[src/rtl/mdio_pkg.sv]
package mdio_pkg;
  localparam int FRAME_BITS = 64;
  localparam int PRE_BITS   = 32;
  localparam int IDX_LAST   = FRAME_BITS - 1;
  localparam int IDX_TA1    = 46;
  localparam int IDX_TA2    = 47;
  localparam int IDX_DATA0  = 48;
  localparam logic [1:0] OP_WRITE = 2'b01;
  localparam logic [1:0] OP_READ  = 2'b10;

  typedef struct packed {
    logic [1:0]  op;
    logic [4:0]  phy;
    logic [4:0]  regAddr;
    logic [15:0] data;
  } mdioCmd_t;

  typedef struct packed {
    logic load;
    logic advance;
    logic drive;
    logic finish;
    logic capTa;
    logic capData;
  } mdioStrobe_t;
endpackage

[src/rtl/mdio_datapath.sv]
module mdio_datapath
  import mdio_pkg::*;
#(
  parameter int DIV_W = 6
) (
  input  logic                  clk,
  input  logic                  rstN,
  input  logic                  run,
  input  mdioStrobe_t           strobe,
  input  logic [DIV_W-1:0]      divVal,
  input  logic [FRAME_BITS-1:0] frameVec,
  input  logic                  mdioIn,
  output logic                  mdc,
  output logic                  mdioOut,
  output logic                  mdioOe,
  output logic                  riseTick,
  output logic                  fallTick,
  output logic                  taBit,
  output logic [15:0]           rdData
);
  logic [DIV_W-1:0]      divCnt;
  logic [FRAME_BITS-1:0] shiftReg;
  logic                  halfDone;

  assign halfDone = run && (divCnt == divVal);
  assign riseTick = halfDone && !mdc;
  assign fallTick = halfDone && mdc;
  assign mdioOut  = mdioOe & shiftReg[FRAME_BITS-1];

  // half-period counter: MDC toggles every divVal+1 reference cycles
  always_ff @(posedge clk) begin
    if (!rstN) begin
      divCnt <= '0;
      mdc    <= 1'b0;
    end else if (!run) begin
      divCnt <= '0;
      mdc    <= 1'b0;
    end else if (halfDone) begin
      divCnt <= '0;
      mdc    <= ~mdc;
    end else begin
      divCnt <= divCnt + 1'b1;
    end
  end

  always_ff @(posedge clk) begin
    if (!rstN) begin
      shiftReg <= '0;
      mdioOe   <= 1'b0;
    end else if (strobe.load) begin
      shiftReg <= frameVec;
      mdioOe   <= 1'b1;
    end else if (strobe.finish) begin
      mdioOe   <= 1'b0;
    end else if (strobe.advance) begin
      shiftReg <= shiftReg << 1;
      mdioOe   <= strobe.drive;
    end
  end

  always_ff @(posedge clk) begin
    if (!rstN) begin
      taBit  <= 1'b0;
      rdData <= '0;
    end else begin
      if (strobe.capTa)   taBit  <= mdioIn;
      if (strobe.capData) rdData <= {rdData[14:0], mdioIn};
    end
  end
endmodule

[src/rtl/mdio_ctrl.sv]
module mdio_ctrl
  import mdio_pkg::*;
#(
  parameter int               ADDR_W    = 4,
  parameter int               DIV_W     = 6,
  parameter logic [DIV_W-1:0] DIV_RESET = '0
) (
  input  logic                  clk,
  input  logic                  rstN,
  input  logic [ADDR_W-1:0]     regAddr,
  input  logic                  regWrEn,
  input  logic [31:0]           regWrData,
  output logic [31:0]           regRdData,
  input  logic                  riseTick,
  input  logic                  fallTick,
  input  logic                  taBit,
  input  logic [15:0]           rdData,
  output logic                  run,
  output mdioStrobe_t           strobe,
  output logic [DIV_W-1:0]      divVal,
  output logic [FRAME_BITS-1:0] frameVec,
  output logic                  busy,
  output mdioCmd_t              cmdFields
);
  localparam int IDX_W = $clog2(FRAME_BITS);
  localparam logic [ADDR_W-3:0] CMD_WORD = '0;
  localparam logic [ADDR_W-3:0] CFG_WORD = (ADDR_W-2)'(1);

  mdioCmd_t          cmdQ, newCmd;
  logic              busyQ, failQ, c22Q, preOffQ;
  logic [DIV_W-1:0]  divQ;
  logic [IDX_W-1:0]  bitIdx, nextIdx;
  logic              wrCmd, wrCfg, opValid, startReq, isRead;
  logic [1:0]        taPat;
  logic [FRAME_BITS-1:0] fullVec;
  logic              unusedWr;

  assign unusedWr = ^{regWrData[31:30], regWrData[28], regAddr[1:0]};

  assign newCmd   = mdioCmd_t'(regWrData[27:0]);
  assign wrCmd    = regWrEn && (regAddr[ADDR_W-1:2] == CMD_WORD) && !busyQ;
  assign wrCfg    = regWrEn && (regAddr[ADDR_W-1:2] == CFG_WORD) && !busyQ;
  assign opValid  = (newCmd.op == OP_WRITE) || (newCmd.op == OP_READ);
  assign startReq = wrCmd && regWrData[29] && opValid && c22Q;
  assign isRead   = (cmdQ.op == OP_READ);
  assign nextIdx  = bitIdx + 1'b1;

  // frame image built from the word being written; read frames release TA
  assign taPat    = (newCmd.op == OP_READ) ? 2'b11 : 2'b10;
  assign fullVec  = {{PRE_BITS{1'b1}}, 2'b01, newCmd.op, newCmd.phy,
                     newCmd.regAddr, taPat, newCmd.data};
  assign frameVec = preOffQ ? (fullVec << PRE_BITS) : fullVec;

  always_comb begin
    strobe         = '0;
    strobe.load    = startReq;
    strobe.advance = busyQ && fallTick && (bitIdx != IDX_W'(IDX_LAST));
    strobe.finish  = busyQ && fallTick && (bitIdx == IDX_W'(IDX_LAST));
    strobe.drive   = !(isRead && (nextIdx >= IDX_W'(IDX_TA1)));
    strobe.capTa   = busyQ && riseTick && isRead && (bitIdx == IDX_W'(IDX_TA2));
    strobe.capData = busyQ && riseTick && isRead && (bitIdx >= IDX_W'(IDX_DATA0));
  end

  always_ff @(posedge clk) begin
    if (!rstN) begin
      cmdQ    <= '0;
      busyQ   <= 1'b0;
      failQ   <= 1'b0;
      c22Q    <= 1'b1;
      preOffQ <= 1'b0;
      divQ    <= DIV_RESET;
      bitIdx  <= '0;
    end else begin
      if (wrCmd) cmdQ <= newCmd;
      if (wrCfg) begin
        c22Q    <= regWrData[0];
        divQ    <= regWrData[4 +: DIV_W];
        preOffQ <= regWrData[12];
      end
      if (startReq) begin
        busyQ  <= 1'b1;
        failQ  <= 1'b0;
        bitIdx <= preOffQ ? IDX_W'(PRE_BITS) : '0;
      end
      if (strobe.advance) bitIdx <= nextIdx;
      if (strobe.finish) begin
        busyQ <= 1'b0;
        if (isRead) begin
          cmdQ.data <= rdData;
          failQ     <= taBit;
        end
      end
    end
  end

  always_comb begin
    regRdData = '0;
    if (regAddr[ADDR_W-1:2] == CMD_WORD) begin
      regRdData = {2'b00, busyQ, failQ, cmdQ};
    end else if (regAddr[ADDR_W-1:2] == CFG_WORD) begin
      regRdData[0]          = c22Q;
      regRdData[4 +: DIV_W] = divQ;
      regRdData[12]         = preOffQ;
    end
  end

  assign run       = busyQ;
  assign busy      = busyQ;
  assign divVal    = divQ;
  assign cmdFields = cmdQ;
endmodule

[src/rtl/mdio_master.sv]
module mdio_master
  import mdio_pkg::*;
#(
  parameter int ADDR_W     = 4,
  parameter int DIV_W      = 6,
  parameter int REF_HZ     = 50_000_000,
  parameter int MDC_MAX_HZ = 2_500_000
) (
  input  logic              clk,
  input  logic              rstN,
  input  logic [ADDR_W-1:0] regAddr,
  input  logic              regWrEn,
  input  logic [31:0]       regWrData,
  output logic [31:0]       regRdData,
  output logic              mdc,
  output logic              mdioOut,
  output logic              mdioOe,
  input  logic              mdioIn
);
  localparam int DIV_MAX   = (1 << DIV_W) - 1;
  localparam int DIV_CALC  = (REF_HZ + 2*MDC_MAX_HZ - 1) / (2*MDC_MAX_HZ) - 1;
  localparam int DIV_CLAMP = (DIV_CALC > DIV_MAX) ? DIV_MAX : ((DIV_CALC < 0) ? 0 : DIV_CALC);
  localparam logic [DIV_W-1:0] DIV_RESET = DIV_W'(DIV_CLAMP);

  mdioStrobe_t           strobeW;
  logic                  runW, riseW, fallW, taW, busyW;
  logic [15:0]           rdW;
  logic [DIV_W-1:0]      divW;
  logic [FRAME_BITS-1:0] frameW;
  mdioCmd_t              fieldsW;

  mdio_ctrl #(.ADDR_W(ADDR_W), .DIV_W(DIV_W), .DIV_RESET(DIV_RESET)) ctrl_i (
    .clk(clk), .rstN(rstN), .regAddr(regAddr), .regWrEn(regWrEn),
    .regWrData(regWrData), .regRdData(regRdData), .riseTick(riseW),
    .fallTick(fallW), .taBit(taW), .rdData(rdW), .run(runW), .strobe(strobeW),
    .divVal(divW), .frameVec(frameW), .busy(busyW), .cmdFields(fieldsW)
  );

  mdio_datapath #(.DIV_W(DIV_W)) dp_i (
    .clk(clk), .rstN(rstN), .run(runW), .strobe(strobeW), .divVal(divW),
    .frameVec(frameW), .mdioIn(mdioIn), .mdc(mdc), .mdioOut(mdioOut),
    .mdioOe(mdioOe), .riseTick(riseW), .fallTick(fallW), .taBit(taW),
    .rdData(rdW)
  );
endmodule

[config.mk]
export PLATFORM = sky130hd
export DESIGN_NAME = mdio_master
export DESIGN_NICKNAME = d
export VERILOG_FILES = /design/src/rtl/mdio_pkg.sv /design/src/rtl/mdio_datapath.sv /design/src/rtl/mdio_ctrl.sv /design/src/rtl/mdio_master.sv
export SDC_FILE = /design/constraint.sdc
export NUM_CORES = 1
export LEC_CHECK = 0
export ABC_AREA = 1
export BUFFER_PORTS_ARGS = -buffer_cell sky130_fd_sc_hd__buf_2
export CORE_MARGIN = 2
export CORE_UTILIZATION = 46
export CTS_CLUSTER_DIAMETER = 50
export DETAILED_ROUTE_END_ITERATION = 8
export GPL_TIMING_DRIVEN = 0
export PLACE_DENSITY_LB_ADDON = 0.15
export SYNTH_ARGS = -nofsm -noshare
export SYNTH_HDL_FRONTEND = slang
export SYNTH_SLANG_ARGS = --single-unit
export TNS_END_PERCENT = 50
[constraint.sdc]
create_clock -name clk -period 1.75 [get_ports clk]
set_input_delay 0.175 -clock clk [delete_from_list [all_inputs] [get_ports clk]]
set_output_delay 0.175 -clock clk [all_outputs]
set_load 0.03 [all_outputs]
==> metrics <==
CTS max path bufs=2; top cells by count, synth=280 x nand2_1, 171 x nor2_1, 133 x dfxtp_1, 119 x inv_1, 77 x a21oi_1; Layout Skew=12.1 ps; fin area=0.00863 mm²; number of setup violations in the final report=1; Final Max Tran Viols=0; TritonCTS Sinks=133; Hold Crit Class=in2reg; Slew HR=51.4%; global-route wire length before repair=32.6 mm; die span in x=125 µm; worst hold endpoint=dp_i.shiftReg[0]; Port-buffer cells=66; yosys warns=0; asr flop ratio synth=0%; largest net degree at the start of global routing=17; post-synth top area cell=dfxtp_1; Final min period=1750 ps; register area=0.00269 mm²; Mapped Area=0.00669 mm²; Seq/Total Area, Yosys=39.8%; Post-Place Cell Area=0.00725 mm²; Iter 0 DRT Violations=501; first-pass iteration count of the detailed router=5; final period utilization=100%; R2R cell count=12; Data arrival, critical path=2130 ps; Power per Cell Area=910 mW/mm²; outcome=complete, but fails checks; critical path fanouts, max=7; RR Endpoint=dp_i.shiftReg[54]; Synth Flop Type=dfxtp_1; post-synth top area share=39.8%; Layout area overhead=29.0%; Synth area leaders=dfxtp_1 40%, nand2_1 16%, nor2_1 9.6%, inv_1 6.7%, a21oi_1 5.8%; drt wl/cell=15.8 µm; Max-cap violations=0; Max VDD drop=0.000732 V; Skew-Pair Late Insertion Delay=440 ps; Die H=125 µm; hold path startpoint=regWrData[0]; share of cells above drive strength 1=21.3%; dpl ws=-397 ps; Root Driver=clkbuf_16; Final Hold Fails=0; vias in the first global route=6181; Slew @ Worst Pin=729 ps; Num CTS Buffers=17; Avg Cell Area, Syn=6.38 µm²; fill cell count=1350; R2R Path Start=dp_i.divCnt[0]; vias=7044; area of the multi-input gates=0.00345 mm²; Final Util=60.0%; crit path kind=reg2reg; Starting Density=46.6%; overall power=7.85 mW; most numerous cell in the Yosys netlist=nand2_1; DRC errors left=0; post-detailed-route via-to-cell ratio=5.19; I/O pin cnt=75; hpwl dp=14.5 mm; Post-Synthesis Cells=1049; fmax=570 MHz; Routed WL=21.4 mm; GRT Total Usage=26.6%; Yosys cell types=38; number of diodes=0; die area=0.0155 mm²; Post-synth EDFFs=0; CTS tree=built; Cells after DPL=1300; Hold Slack=42.7 ps; r2r setup slk=-3 ps; # H-tree levels=4; Congestion Overflow GR=0; Hold Path Depth=3; Post-Layout Cell Count=1357; failing checks=negative setup slack; startpoint types=flop; Worst Setup Slack, final=-2.93 ps; Clock transition at path regs=60 ps; gpl congestion=0.903; critical path endpoint category=flop; Layout Nets=1204; Worst EP required=2120 ps; RSZ-0062 raised after global routing=yes; core box area=0.0144 mm²; antenna-violating nets left=0; TNS Setup=-2.93 ps; register bit total from synthesis=133; initial antenna violation count=0; Pleak=4.13 nW; num rows=44
[timing repair]
action / 4_1_cts / 5_1_grt
cloned: 0 / 5
endpoints found under the hold margin: 1 / 0
endpoints found under the setup margin: 115 / 110
hold buffers: 1 / 0
setup buffers: 4 / 15
resized for setup: 37 / 132
pin swaps: 2 / 11
[sequential cells by signal, indices dropped and copies added, names as in the netlist]
name and flops:
ctrl_i.bitIdx 6, ctrl_i.busy 1, ctrl_i.failQ 1, ctrl_i.preOffQ 1, dp_i.rdData 16, dp_i.taBit 1, ctrl_i.c22Q 1, dp_i.divCnt 6
dp_i.shiftReg 64, dp_i.mdioOe 1, ctrl_i.divVal 6, dp_i.mdc 1, ctrl_i.cmdFields 28
[kinds of logic (layout without fill, tap and decap cells)]
kind of cell / Yosys count / after routing / share of synthesized area (%)
other cells: 1 / 2 / 0.0561
xor+xnor: 2 / 2 / 0.262
compound gates: 188 / 188 / 15.0
flops: 133 / 133 / 39.8
buf+inv: 197 / 320 / 12.0
fa+ha+maj: 4 / 4 / 0.748
simple gates: 524 / 524 / 32.1
[worst max path at each step]
stage | depth (start not counted) | endpoint | startpoint
6_report | 12 | dp_i.shiftReg[54] | dp_i.divCnt[0]
5_1_grt | 12 | dp_i.shiftReg[54] | dp_i.divCnt[0]
4_1_cts | 12 | dp_i.shiftReg[27] | ctrl_i.busy
3_5_place_dp | 9 | dp_i.shiftReg[28] | ctrl_i.bitIdx[0]
3_3_place_gp | 9 | dp_i.shiftReg[3] | ctrl_i.bitIdx[0]
2_1_floorplan | 9 | dp_i.shiftReg[12] | ctrl_i.bitIdx[0]
[layer usage]
layer / wire length, µm / global-route usage (%) / up-vias
li1: - / - / 3515
met1: 9780 / 38.4 / 3238
met2: 9440 / 39.2 / 256
met3: 1690 / 5.03 / 35
met4: 485 / 10.2 / 0
met5: 0 / 0 / -
[worst max-delay path: stages, from the launching register on]
cell and delay (ps):
dfxtp_4 380, inv_2 30, nand2_1 50, nand2_1 40
nor2_1 100, nand2_2 100, nor2_8 180, nand3_4 200
buf_12 210, clkbuf_16 160, nand2_1 60, nand2_1 50
a21oi_1 120
[layout by cell type (no fill, tap or decap), types with 11 or more instances in the layout]
master and instances:
nand3_1 44, buf_4 29, clkbuf_2 11, clkbuf_16 22, nand2_2 17, buf_2 69
o21ai_0 67, o22ai_1 35, dfxtp_1 122, nand2_1 262, inv_1 116, a21oi_1 68
clkbuf_1 24, nor2_2 17, nor2_1 152
[where the power goes]
part           internal [mW]  switching [mW]  leakage, nW
sequential              3.09          0.0329         1.08
clock                   2.71            1.37        0.333
combinational          0.208           0.439         2.72
[cell type report]
type	instances	area share, %
clock buffers	23	5.77
clock inverters	9	1.97
repair buffers	91	7.13
well taps	184	2.67
flip-flops and latches	133	31.2
plain buffers	67	5.39
inverters	130	5.93
multi-input cells	720	40.0
Note: power is estimated with default switching activity, not from simulation.
